`src/rtl/iqm_pkg.sv`:
```
`timescale 1ns/1ps
package iqm_pkg;

    localparam int SAMP_W   = 8;
    localparam int DAC_W    = 10;
    localparam int PROD_W   = 2 * SAMP_W;
    localparam int MIX_W    = PROD_W + 1;
    localparam int SUM_W    = MIX_W + 1;
    localparam int SCALE_SH = 6;
    localparam int TONE_SH  = 2;
    localparam int AMP_MAX  = (1 << (SAMP_W - 1)) - 1;
    localparam int PROD_LIM = (1 << (PROD_W - 2)) - 1;
    localparam int DAC_MID  = 1 << (DAC_W - 1);
    localparam int DAC_TOP  = (1 << DAC_W) - 1;

    typedef logic signed [SAMP_W-1:0] samp_t;
    typedef logic signed [PROD_W-1:0] prod_t;
    typedef logic signed [MIX_W-1:0]  mix_t;
    typedef logic signed [SUM_W-1:0]  sum_t;
    typedef logic [DAC_W-1:0]         code_t;

    typedef enum logic {
        PATH_MIX  = 1'b0,
        PATH_TONE = 1'b1
    } path_e;

    typedef struct packed {
        samp_t i_v;
        samp_t q_v;
        samp_t sin_v;
        samp_t cos_v;
        path_e path;
    } mix_op_t;

    // Rational half-wave sine approximation, peak exactly AMP_MAX,
    // never reaching the negative extreme of the sample type.
    function automatic samp_t sine_entry(input int idx, input int aw);
        longint half;
        longint n;
        longint p;
        longint num;
        longint den;
        longint v;
        half = longint'(1) << (aw - 1);
        n    = longint'(idx) % half;
        p    = n * (half - n);
        den  = 5 * half * half - 4 * p;
        num  = 16 * longint'(AMP_MAX) * p;
        v    = (num + den / 2) / den;
        if (longint'(idx) >= half) v = -v;
        return samp_t'(v);
    endfunction

    function automatic prod_t sat_prod(input prod_t x);
        prod_t lim;
        lim = prod_t'(PROD_LIM);
        if (x > lim)  return lim;
        if (x < -lim) return -lim;
        return x;
    endfunction

endpackage

```
`src/rtl/iqm_phase_acc.sv`:
```
`timescale 1ns/1ps
module iqm_phase_acc #(
    parameter int PHASE_W = 16,
    parameter int ADDR_W  = 8
) (
    input  logic               clk,
    input  logic               rst,
    input  logic [PHASE_W-1:0] ftw,
    output logic [PHASE_W-1:0] phase_o,
    output logic [ADDR_W-1:0]  addr_o
);

    logic [PHASE_W-1:0] phase_q;

    always_ff @(posedge clk) begin
        if (rst) begin
            phase_q <= '0;
        end else begin
            phase_q <= phase_q + ftw;
        end
    end

    assign phase_o = phase_q;
    assign addr_o  = phase_q[PHASE_W-1 -: ADDR_W];

endmodule

```
`src/rtl/iqm_sincos_rom.sv`:
```
`timescale 1ns/1ps
module iqm_sincos_rom
    import iqm_pkg::*;
#(
    parameter int ADDR_W = 8
) (
    input  logic              clk,
    input  logic              rst,
    input  logic [ADDR_W-1:0] addr_i,
    output samp_t             sin_o,
    output samp_t             cos_o
);

    localparam int DEPTH = 1 << ADDR_W;
    localparam logic [ADDR_W-1:0] QTR = ADDR_W'(DEPTH / 4);

    samp_t tbl [DEPTH];

    for (genvar g = 0; g < DEPTH; g++) begin : g_tbl
        assign tbl[g] = sine_entry(g, ADDR_W);
    end

    logic [ADDR_W-1:0] cos_addr;
    assign cos_addr = addr_i + QTR;

    always_ff @(posedge clk) begin
        if (rst) begin
            sin_o <= '0;
            cos_o <= '0;
        end else begin
            sin_o <= tbl[addr_i];
            cos_o <= tbl[cos_addr];
        end
    end

endmodule

```
`src/rtl/iqm_mixer.sv`:
```
`timescale 1ns/1ps
module iqm_mixer
    import iqm_pkg::*;
(
    input  mix_op_t op_i,
    output code_t   code_o
);

    prod_t p_i_raw;
    prod_t p_q_raw;
    prod_t p_i;
    prod_t p_q;
    mix_t  diff;
    mix_t  adj;
    mix_t  quo;
    mix_t  tone_v;
    sum_t  sel_v;
    sum_t  total;

    always_comb begin
        p_i_raw = prod_t'(op_i.i_v) * prod_t'(op_i.cos_v);
        p_q_raw = prod_t'(op_i.q_v) * prod_t'(op_i.sin_v);
        p_i     = sat_prod(p_i_raw);
        p_q     = sat_prod(p_q_raw);
        diff    = mix_t'(p_i) - mix_t'(p_q);
        // bias negative values so the shift rounds toward zero
        adj     = diff[MIX_W-1] ? diff + mix_t'((1 << SCALE_SH) - 1) : diff;
        quo     = adj >>> SCALE_SH;
        tone_v  = mix_t'(op_i.sin_v) <<< TONE_SH;
        case (op_i.path)
            PATH_TONE: sel_v = sum_t'(tone_v);
            default:   sel_v = sum_t'(quo);
        endcase
        total = sel_v + sum_t'(DAC_MID);
        if (total < 0) begin
            code_o = '0;
        end else if (total > sum_t'(DAC_TOP)) begin
            code_o = code_t'(DAC_TOP);
        end else begin
            code_o = total[DAC_W-1:0];
        end
    end

endmodule

```
`src/rtl/iqmod_core.sv`:
```
`timescale 1ns/1ps
module iqmod_core
    import iqm_pkg::*;
#(
    parameter int PHASE_W = 16,
    parameter int ADDR_W  = 8
) (
    input  logic                     clk,
    input  logic                     rst,
    input  logic [PHASE_W-1:0]       ftw,
    input  logic signed [SAMP_W-1:0] i_in,
    input  logic signed [SAMP_W-1:0] q_in,
    input  logic                     tone_only,
    output logic [DAC_W-1:0]         dac_code
);

    logic [PHASE_W-1:0] phase_w;
    logic [ADDR_W-1:0]  addr_w;
    samp_t              sin_w;
    samp_t              cos_w;
    samp_t              i_q;
    samp_t              q_q;
    path_e              path_q;
    mix_op_t            op_c;
    code_t              code_w;

    iqm_phase_acc #(
        .PHASE_W (PHASE_W),
        .ADDR_W  (ADDR_W)
    ) u_acc (
        .clk     (clk),
        .rst     (rst),
        .ftw     (ftw),
        .phase_o (phase_w),
        .addr_o  (addr_w)
    );

    iqm_sincos_rom #(
        .ADDR_W (ADDR_W)
    ) u_rom (
        .clk    (clk),
        .rst    (rst),
        .addr_i (addr_w),
        .sin_o  (sin_w),
        .cos_o  (cos_w)
    );

    // operands captured on the same edge as the table read
    always_ff @(posedge clk) begin
        if (rst) begin
            i_q    <= '0;
            q_q    <= '0;
            path_q <= PATH_MIX;
        end else begin
            i_q    <= i_in;
            q_q    <= q_in;
            path_q <= tone_only ? PATH_TONE : PATH_MIX;
        end
    end

    always_comb begin
        op_c.i_v   = i_q;
        op_c.q_v   = q_q;
        op_c.sin_v = sin_w;
        op_c.cos_v = cos_w;
        op_c.path  = path_q;
    end

    iqm_mixer u_mix (
        .op_i   (op_c),
        .code_o (code_w)
    );

    always_ff @(negedge clk) begin
        if (rst) begin
            dac_code <= code_t'(DAC_MID);
        end else begin
            dac_code <= code_w;
        end
    end

endmodule

```
`config.mk`:
```
export PLATFORM = sky130hd
export DESIGN_NAME = iqmod_core
export DESIGN_NICKNAME = d
export VERILOG_FILES = /design/src/rtl/iqm_pkg.sv /design/src/rtl/iqm_phase_acc.sv /design/src/rtl/iqm_sincos_rom.sv /design/src/rtl/iqm_mixer.sv /design/src/rtl/iqmod_core.sv
export SDC_FILE = /design/constraint.sdc
export NUM_CORES = 1
export LEC_CHECK = 0
export BUFFER_PORTS_ARGS = -buffer_cell sky130_fd_sc_hd__buf_2
export CAP_MARGIN = 20
export CORE_ASPECT_RATIO = 2
export CORE_MARGIN = 5
export CORE_UTILIZATION = 50
export DETAILED_ROUTE_END_ITERATION = 10
export PLACE_DENSITY = 0.77
export SYNTH_ARGS = -nofsm -noshare
export SYNTH_HDL_FRONTEND = slang
export SYNTH_SLANG_ARGS = --single-unit
export TNS_END_PERCENT = 5
```
`constraint.sdc`:
```
create_clock -name clk -period 21.4 [get_ports clk]
set_input_delay 4.28 -clock clk [delete_from_list [all_inputs] [get_ports clk]]
set_output_delay 4.28 -clock clk [all_outputs]
set_load 0.01 [all_outputs]
```
Word-level counts from Yosys, hierarchy flattened. Memories as Yosys holds them, arrays and structs flattened. A register that Yosys moved wholly into a read port is not among the register bits. Cells that the tools add are included.

Add/subtract/negate cells: 5. Bitwise gates (word level): 2. Muxes and demuxes: 19. Multiply operators: 2. Reductions and logical operators: 1. Magnitude comparators: 6.

Operators by type and width (count): two-way mux 16 bit (8); greater-than comparator 16 x 15 -> 1 bit (second input constant) (2); less-than comparator 16 x 15 -> 1 bit (second input constant) (2); multiplier 8 x 8 -> 16 bit (2); two-way mux 10 bit (2); adder 18 x 11 -> 18 bit (second input constant) (1); greater-than comparator 18 x 11 -> 1 bit (second input constant) (1); less-than comparator 18 x 1 -> 1 bit (second input constant) (1); two-way mux 18 bit (1); inverter 8 -> 9 bit (2); adder 17 x 7 -> 17 bit (second input constant) (1); two-way mux 17 bit (1); subtractor 16 x 16 -> 17 bit (1); adder 16 bit (1); adder 8 x 7 -> 8 bit (second input constant) (1); two-way mux 1 bit (7); OR reduction 2 bit (1).

Memory bits (read-only): 4096. Bits in registers: 43. Memories kept: 2. Input port bits: 35. Output and inout port bits: 10.

Memory list: (no name shown) (depth 256, width 8, rd ports 1, clocked after Yosys merged registers in 1, wr ports 0, RTL line iqm_sincos_rom.sv:31) `sin_o <= tbl[addr_i];`; (no name shown) (depth 256, width 8, rd ports 1, clocked after Yosys merged registers in 1, wr ports 0, RTL line iqm_sincos_rom.sv:32) `cos_o <= tbl[cos_addr];`.

Logic depth before layout (Yosys ltp). Gate-level depths: netlist of run 1.

Depth in word-level cells: 14. Mapped depth: 35. Gate-level depth less buffers: 33.

Modules after synthesis. From an unflattened synthesis of run 1, not the netlist that was laid out.

Cell total of the unflattened synthesis: 1422. Area total of the unflattened synthesis: 11539.8 um^2.

By module, submodules not included: iqm_mixer (area each 6935.4 um^2, cells each 837, times used 1); iqm_sincos_rom (area each 2635.0 um^2, cells each 383, times used 1); iqm_phase_acc (area each 1234.9 um^2, cells each 145, times used 1); iqmod_core (area each 734.5 um^2, cells each 57, times used 1).

==> flow_summary.toml, run 1 <==
[job]
maxCapViolations = 0

[worst_setup_path]
crit_fanout = 12
critPathSlowestCell = "a21boi_1"
arrival_ns = 9.67
slowest_delay_ns = 0.65
critPathRequiredTime_ns = 11.01
crit_path_end_kind = "flop"
timing.rr.start = "u_rom.cos_o[7]"
worstRegToRegCells = 30
crit_path_start_kind = "flop"
crit_path_start = "u_rom.cos_o[7]"
crit_type = "flop to flop"
crit_path_frequent_cell = "fa_1"

[clock_network]
root_buffer = "clkbuf_16"
cts_buffers = 9
clk_pin_slew_ns = 0.06
cts_tree = "done"
clk_latency_ns = 0.41
clockBufferDepth = 2
cts-htree-levels = 3
cts-resized-gates = 0
hold_buffers = 0
post_cts_buffers = 0
clock_sinks = 59

[route]
via_count = 9706
wl_per_cell_um = 17.1
ant_nets = 0
drc = 0
dr.pass1.iters = 6
finalWirelength_um = 28400
vias_per_cell = 5.85
drt-initial-drc-count = 492

[placement]
dp_hpwl_um = 23000
routabilityCongestion = 0.930
io_buffer_count = 44

[floorplanning]
coreArea_um2 = 21400
rows = 76
chipHeight_um = 218
dieArea_um2 = 24800
num_io_pins = 45
fp.dieW_um = 114
initial_core_util = 0.505

[yosys]
synth_nets = 1615
yosys.area_share.simple = 0.201
synth_compound_area_frac = 0.190
seq_area_frac_synth = 0.109
synth-main-ff-cell = "dfxtp_1"
synth.distinct_cells = 80
synth_fa_ha_area_frac = 0.332
synth-edff-count = 0
synthArstFlopShare = 0
netlist_instances = 1366
synth.area.mux_share = 0.0233
avgSynthCellArea_um2 = 7.91
ys_warn_count = 0
synthXorXnorAreaFrac = 0.0511
synth_top_family_by_area = "adder cells"
netlist_area_um2 = 10800
ys_ff_latch = 59

[finish]
num-fill-cells = 2052
final_nets = 1630
areaGrowthSynthToFinish_pct = 6.82
antenna_cells = 0
drive_gt1_frac = 0.0635

[hold_path]
hold_start = "u_acc.phase_o[0]"
hp-class = "flop to flop"
whs_path_depth = 2

[global_route]
grt_start_max_net_pins = 66
grt_overflow = 0
antenna_found_initial = 0
first_global_vias = 9713
grt_usage = 0.235
grt_pass1_wl_um = 46800

[timing]
worst_pin_slew_ns = 1.04
fin_skew_ns = 0.0660
maxSlewHeadroom = 0.307
finalSetupViolCount = 0
hold_viol = 0
slew_viol_final = 0
fin_setup_tns_ns = 0
rsz0062_at_grt = "no"

[status]
status = "finished, final reports clean"
kinds of logic (layout without fill, tap and decap cells):
family                   count (synthesis)  after routing
adder cells (fa/ha/maj)                221            221
buffers and inverters                  269            289
flip-flops                              59             59
AND/OR/NAND/NOR                        422            422
multiplexers                            22             22
AO/OA/AOI/OAI                          310            310
XOR/XNOR                                63             63
final cells by class:
class                   count  area (um^2)  area share
well taps                 273          342      0.0296
multi-input cells        1038         8620       0.746
inverters                 212          796      0.0689
clock buffers               9          225      0.0195
clock inverters            17          110     0.00954
repair buffers             51          273      0.0236
flip-flops and latches     59         1180       0.103
worst max-delay path: cells and delay by family (launching register included):
family / cells / cell delay, ns
compound gates: 8 / 2.43
buf+inv: 3 / 0.15
xor+xnor: 2 / 0.44
simple gates: 9 / 2.19
fa+ha+maj: 8 / 3.54
flops: 1 / 0.53
state kept, by name, summed over array words and instances, names as in the netlist:
register and count:
u_acc.phase_o 16, u_rom.sin_o 8, dac_code 10, q_q 8
path_q 1, i_q 8, u_rom.cos_o 8
placed cells by master, fill, tap and decap left out, types with 6 or more instances in the layout:
cell type  netlist  final
buf_4            0      7
clkbuf_16        0      9
a211oi_1        20     20
nor2_1          83     83
nand2b_1        14     14
a31oi_1          9      9
o21ai_0         59     59
o22ai_1          6      6
inv_1          212    221
and2_1          90     90
fa_1           112    112
xor2_1          18     18
nand3_1         14     14
ha_1           102    102
o31ai_1          9      9
a21o_1          16     16
nor3_1          26     26
nor2b_1         48     48
maj3_1           7      7
mux2i_1         15     15
dfxtp_1         59     57
nand2_1        105    105
buf_2            1     44
o21a_1          13     13
o211ai_1         8      8
xnor2_1         45     45
or3_1            9      9
a21oi_1         96     96
path summary, 6_finish.rpt:
kind / to / slack [ns]
max: dac_code[7] / 1.34
min reg2reg: u_acc.phase_o[0] / 0.56
max reg2reg: dac_code[7] / 1.34
min: u_acc.phase_o[0] / 0.56
through the flow:
stage | hold slack (ns) | cells | cell area [um^2] | util | setup slack [ns]
finish | 0.556 | 1659 | 11500 | 0.540 | 1.34
global route | 0.592 | 1659 | 11500 | 0.540 | 0.396
CTS | 0.561 | 1659 | 11500 | 0.540 | 1.26
detailed placement | 0.548 | 1634 | 11200 | 0.524 | 1.25
global placement | 0.539 | 1634 | 11200 | 0.524 | 1.55
floorplan | 0.524 | 1366 | 10800 | - | 2.41
cell usage after synthesis, types with 6 or more instances:
master	n	area share
nor3_1	26	0.012
o22ai_1	6	0.0035
o31ai_1	9	0.0063
nand3_1	14	0.0065
buf_1	12	0.0042
inv_1	212	0.074
o21ai_0	59	0.027
clkbuf_1	43	0.015
ha_1	102	0.12
a211oi_1	20	0.014
o211ai_1	8	0.0056
a21o_1	16	0.011
mux2i_1	15	0.014
nand2b_1	14	0.0081
dfxtp_1	59	0.11
xor2_1	18	0.015
maj3_1	7	0.0065
nor2b_1	48	0.028
a21oi_1	96	0.044
nor2_1	83	0.029
o21a_1	13	0.0090
xnor2_1	45	0.036
a31oi_1	9	0.0052
nand2_1	105	0.036
or3_1	9	0.0052
fa_1	112	0.21
and2_1	90	0.052
metal layers:
metal | up-vias | share of wire | routed length [um] | global-route usage
met1 | 4709 | 0.34 | 9520 | 0.235
met2 | 288 | 0.56 | 15800 | 0.445
met4 | 0 | 0.071 | 2030 | 0.164
met3 | 101 | 0.035 | 1010 | 0.0192
li1 | 4608 | - | - | -
met5 | - | 0 | 0 | 0
Power of run 1 is not shown: default switching activity piles up to over one toggle a cycle in this logic, so the estimate is an artifact.
==> run 2: changes to the inputs <==
- REMOVE_ABC_BUFFERS: not set -> 1
==> flow_summary.toml, run 2 (same netlist as run 1, synthesis figures left out) <==
[status]
status = "finished, final reports clean"

[global_route]
grt_pass1_wl_um = 47100
grt_overflow = 0
first_global_vias = 10100
grt_start_max_net_pins = 66
grt_usage = 0.237
antenna_found_initial = 0

[route]
drc = 0
drt-initial-drc-count = 449
wl_per_cell_um = 17.3
dr.pass1.iters = 4
via_count = 9790
ant_nets = 0
finalWirelength_um = 28700
vias_per_cell = 5.90

[worst_setup_path]
timing.rr.start = "u_rom.cos_o[2]"
critical-path-top-delay-family = "adder cells"
critPathSlowestCell = "a21boi_1"
critPathRequiredTime_ns = 11.01
crit_path_end_kind = "flop"
crit_fanout = 12
slowest_delay_ns = 0.71
worstRegToRegCells = 30
reg2reg_slack_ns = 1.38
crit_type = "flop to flop"
path_depth = 30
crit_path_start_kind = "flop"
worst-path-buf-inv = 5
arrival_ns = 9.63
r2r_end = "dac_code[6]"

[finish]
final_cell_mix = "221 x inv_1, 112 x fa_1, 105 x nand2_1, 102 x ha_1, 96 x a21oi_1"
drive_gt1_frac = 0.0628
largest_reg_flops = 16
ff_latch_area_um2 = 1180
multi_input_area_um2 = 8620
areaGrowthSynthToFinish_pct = 7.00
final_nets = 1629
antenna_cells = 0
final_common_cell = "inv_1"
num-fill-cells = 1996

[timing]
rsz0062_at_grt = "no"
fin_setup_tns_ns = 0
finalSetupViolCount = 0
hold_viol = 0
fin_skew_ns = 0.0585
maxSlewHeadroom = 0.332
slew_viol_final = 0
worst_pin_slew_ns = 1.00

[floorplanning]
fp.dieW_um = 114
coreArea_um2 = 21400
chipHeight_um = 218
dieArea_um2 = 24800
num_io_pins = 45
rows = 76
initial_core_util = 0.505

[hold_path]
hold_start = "u_acc.phase_o[0]"
whs_path_depth = 2
hp-class = "flop to flop"
holdPathEnd = "u_acc.phase_o[0]"

[clock_network]
cts-resized-gates = 0
clk_pin_slew_ns = 0.06
hold_buffers = 0
cts-htree-levels = 3
post_cts_buffers = 0
cts_tree = "done"
clk_latency_ns = 0.41
root_buffer = "clkbuf_16"
clockBufferDepth = 2
clock_sinks = 59
cts_buffers = 9

[job]
maxCapViolations = 0

[placement]
dp_hpwl_um = 22900
io_buffer_count = 44
routabilityCongestion = 0.969
[run 2: metal layers]
layer,routed length [um],share of wire,track usage
met5,0,0,0
met4,2400,0.084,0.201
met3,1130,0.039,0.0342
met2,15800,0.55,0.442
met1,9320,0.33,0.216
[run 2: worst min-delay path, cell delays in order (launching register included)]
cell     delay [ns]
dfxtp_1        0.31
ha_1           0.11
nor2b_1        0.11
[run 2: layout make-up]
class | count | share of cell area
well taps | 273 | 0.0295
inverters | 212 | 0.0688
multi-input cells | 1038 | 0.745
flip-flops and latches | 59 | 0.102
clock inverters | 16 | 0.00974
clock buffers | 10 | 0.0216
repair buffers | 50 | 0.0229
[run 2: how the worst max path moves through the flow]
stage | from | end | slack, ns
4_1_cts | u_rom.cos_o[7] | dac_code[6] | 1.46
5_1_grt | u_rom.cos_o[7] | dac_code[7] | 0.68
3_5_place_dp | u_rom.cos_o[7] | dac_code[7] | 1.47
6_report | u_rom.cos_o[2] | dac_code[6] | 1.38
3_3_place_gp | u_rom.cos_o[7] | dac_code[6] | 1.73
2_1_floorplan | u_rom.cos_o[7] | dac_code[6] | 2.40
[run 2: per-stage QoR]
stage	cells	utilization	setup slack (ns)	hold slack (ns)	area, um^2
after floorplan	1310	-	2.40	0.524	10600
after global placement	1633	0.524	1.73	0.535	11200
after detailed placement	1633	0.524	1.47	0.548	11200
after CTS	1658	0.541	1.46	0.570	11600
after global routing	1658	0.541	0.679	0.621	11600
final	1658	0.541	1.38	0.562	11600
Power of run 2 is left out for the same reason.
==> run 3: changes to the inputs <==
- clock period: 21.4 -> 24.2 ns (I/O delays scaled with it)
==> flow_summary.toml, run 3 (same netlist as run 1, synthesis figures left out) <==
[floorplanning]
rows = 76
num_io_pins = 45
initial_core_util = 0.505
fp.dieW_um = 114
chipHeight_um = 218
coreArea_um2 = 21400
dieArea_um2 = 24800

[finish]
final-instance-count-excl-fill = 1658
final_nets = 1629
num-fill-cells = 2015
areaGrowthSynthToFinish_pct = 6.65
largest_reg_flops = 16
final_cell_mix = "221 x inv_1, 112 x fa_1, 105 x nand2_1, 102 x ha_1, 96 x a21oi_1"
ff_latch_area_um2 = 1180
multi_input_area_um2 = 8620
final_common_cell = "inv_1"
final_util = 0.539
antenna_cells = 0
drive_gt1_frac = 0.0614

[route]
finalWirelength_um = 28300
ant_nets = 0
via_count = 9730
dr.pass1.iters = 5
drt-initial-drc-count = 492
drc = 0
vias_per_cell = 5.87
wl_per_cell_um = 17.1

[timing]
rsz0062_at_grt = "no"
finalSetupViolCount = 0
slew_viol_final = 0
fin_skew_ns = 0.0593
fin_setup_tns_ns = 0
maxSlewHeadroom = 0.326
worst_pin_slew_ns = 1.00
hold_viol = 0

[status]
status = "finished, final reports clean"

[clock_network]
cts-htree-levels = 3
cts_buffers = 9
clk_pin_slew_ns = 0.06
hold_buffers = 0
clock_sinks = 59
cts-resized-gates = 0
clockBufferDepth = 2
clk_latency_ns = 0.40
root_buffer = "clkbuf_16"
cts_tree = "done"
post_cts_buffers = 0

[global_route]
first_global_vias = 10200
grt_usage = 0.234
grt_start_max_net_pins = 66
antenna_found_initial = 0
grt_pass1_wl_um = 46800
grt_overflow = 0

[worst_setup_path]
crit_path_start_kind = "flop"
slowest_delay_ns = 0.64
arrival_ns = 9.66
crit_fanout = 12
crit_path_frequent_cell = "fa_1"
crit_type = "flop to flop"
critPathSlowestCell = "a21boi_1"
crit_path_end_kind = "flop"
critPathRequiredTime_ns = 12.39

[hold_path]
hp-class = "flop to flop"

[placement]
routabilityCongestion = 0.969
place_inst = 1633
dp_hpwl_um = 22800
io_buffer_count = 44

[job]
maxCapViolations = 0
==> run 3: cell types whose count changed in the layout (fill, tap and decap cells not counted), sizes merged <==
cell      before  now
clkbuf        10   12
clkinvlp       1    2
bufinv         1    0
inv          224  222
==> run 3: routing by layer <==
layer,vias up,routed length (um),track usage
li1,4592,-,-
met1,4674,9260,0.214
met2,316,15600,0.446
met3,148,966,0.0247
met4,0,2490,0.192
met5,-,0,0
==> run 3: worst paths after layout <==
path	startpoint	to	slack, ns	cells after the start
worst min-delay path	u_acc.phase_o[0]	u_acc.phase_o[0]	0.56	2
worst max register to register	u_rom.cos_o[7]	dac_code[7]	2.73	29
worst max-delay path	u_rom.cos_o[7]	dac_code[7]	2.73	29
worst min register to register	u_acc.phase_o[0]	u_acc.phase_o[0]	0.56	2
==> run 3: area by class of cell <==
class / count / area share
Multi-Input combinational cell: 1038 / 0.748
Sequential cell: 59 / 0.103
Inverter: 212 / 0.0690
Tap cell: 273 / 0.0296
Timing Repair Buffer: 50 / 0.0230
Clock buffer: 12 / 0.0224
Clock inverter: 14 / 0.00575
==> run 3: stage by stage <==
stage          setup WS (ns)  cell area, um^2  hold slack (ns)
6_report                2.73            11500            0.562
4_1_cts                 2.75            11500            0.570
3_3_place_gp            3.12            11200            0.535
2_1_floorplan           3.80            10600            0.524
5_1_grt                 1.87            11500            0.604
3_5_place_dp            2.80            11200            0.556
==> run 3: critical path: cells and delay by family (launching register included) <==
family,cells,cell delay (ns)
adder cells (fa/ha/maj),8,3.54
AO/OA/AOI/OAI,8,2.61
AND/OR/NAND/NOR,9,2.31
flip-flops,1,0.53
XOR/XNOR,1,0.16
buffers and inverters,3,0.15
Power of run 3 is left out for the same reason.
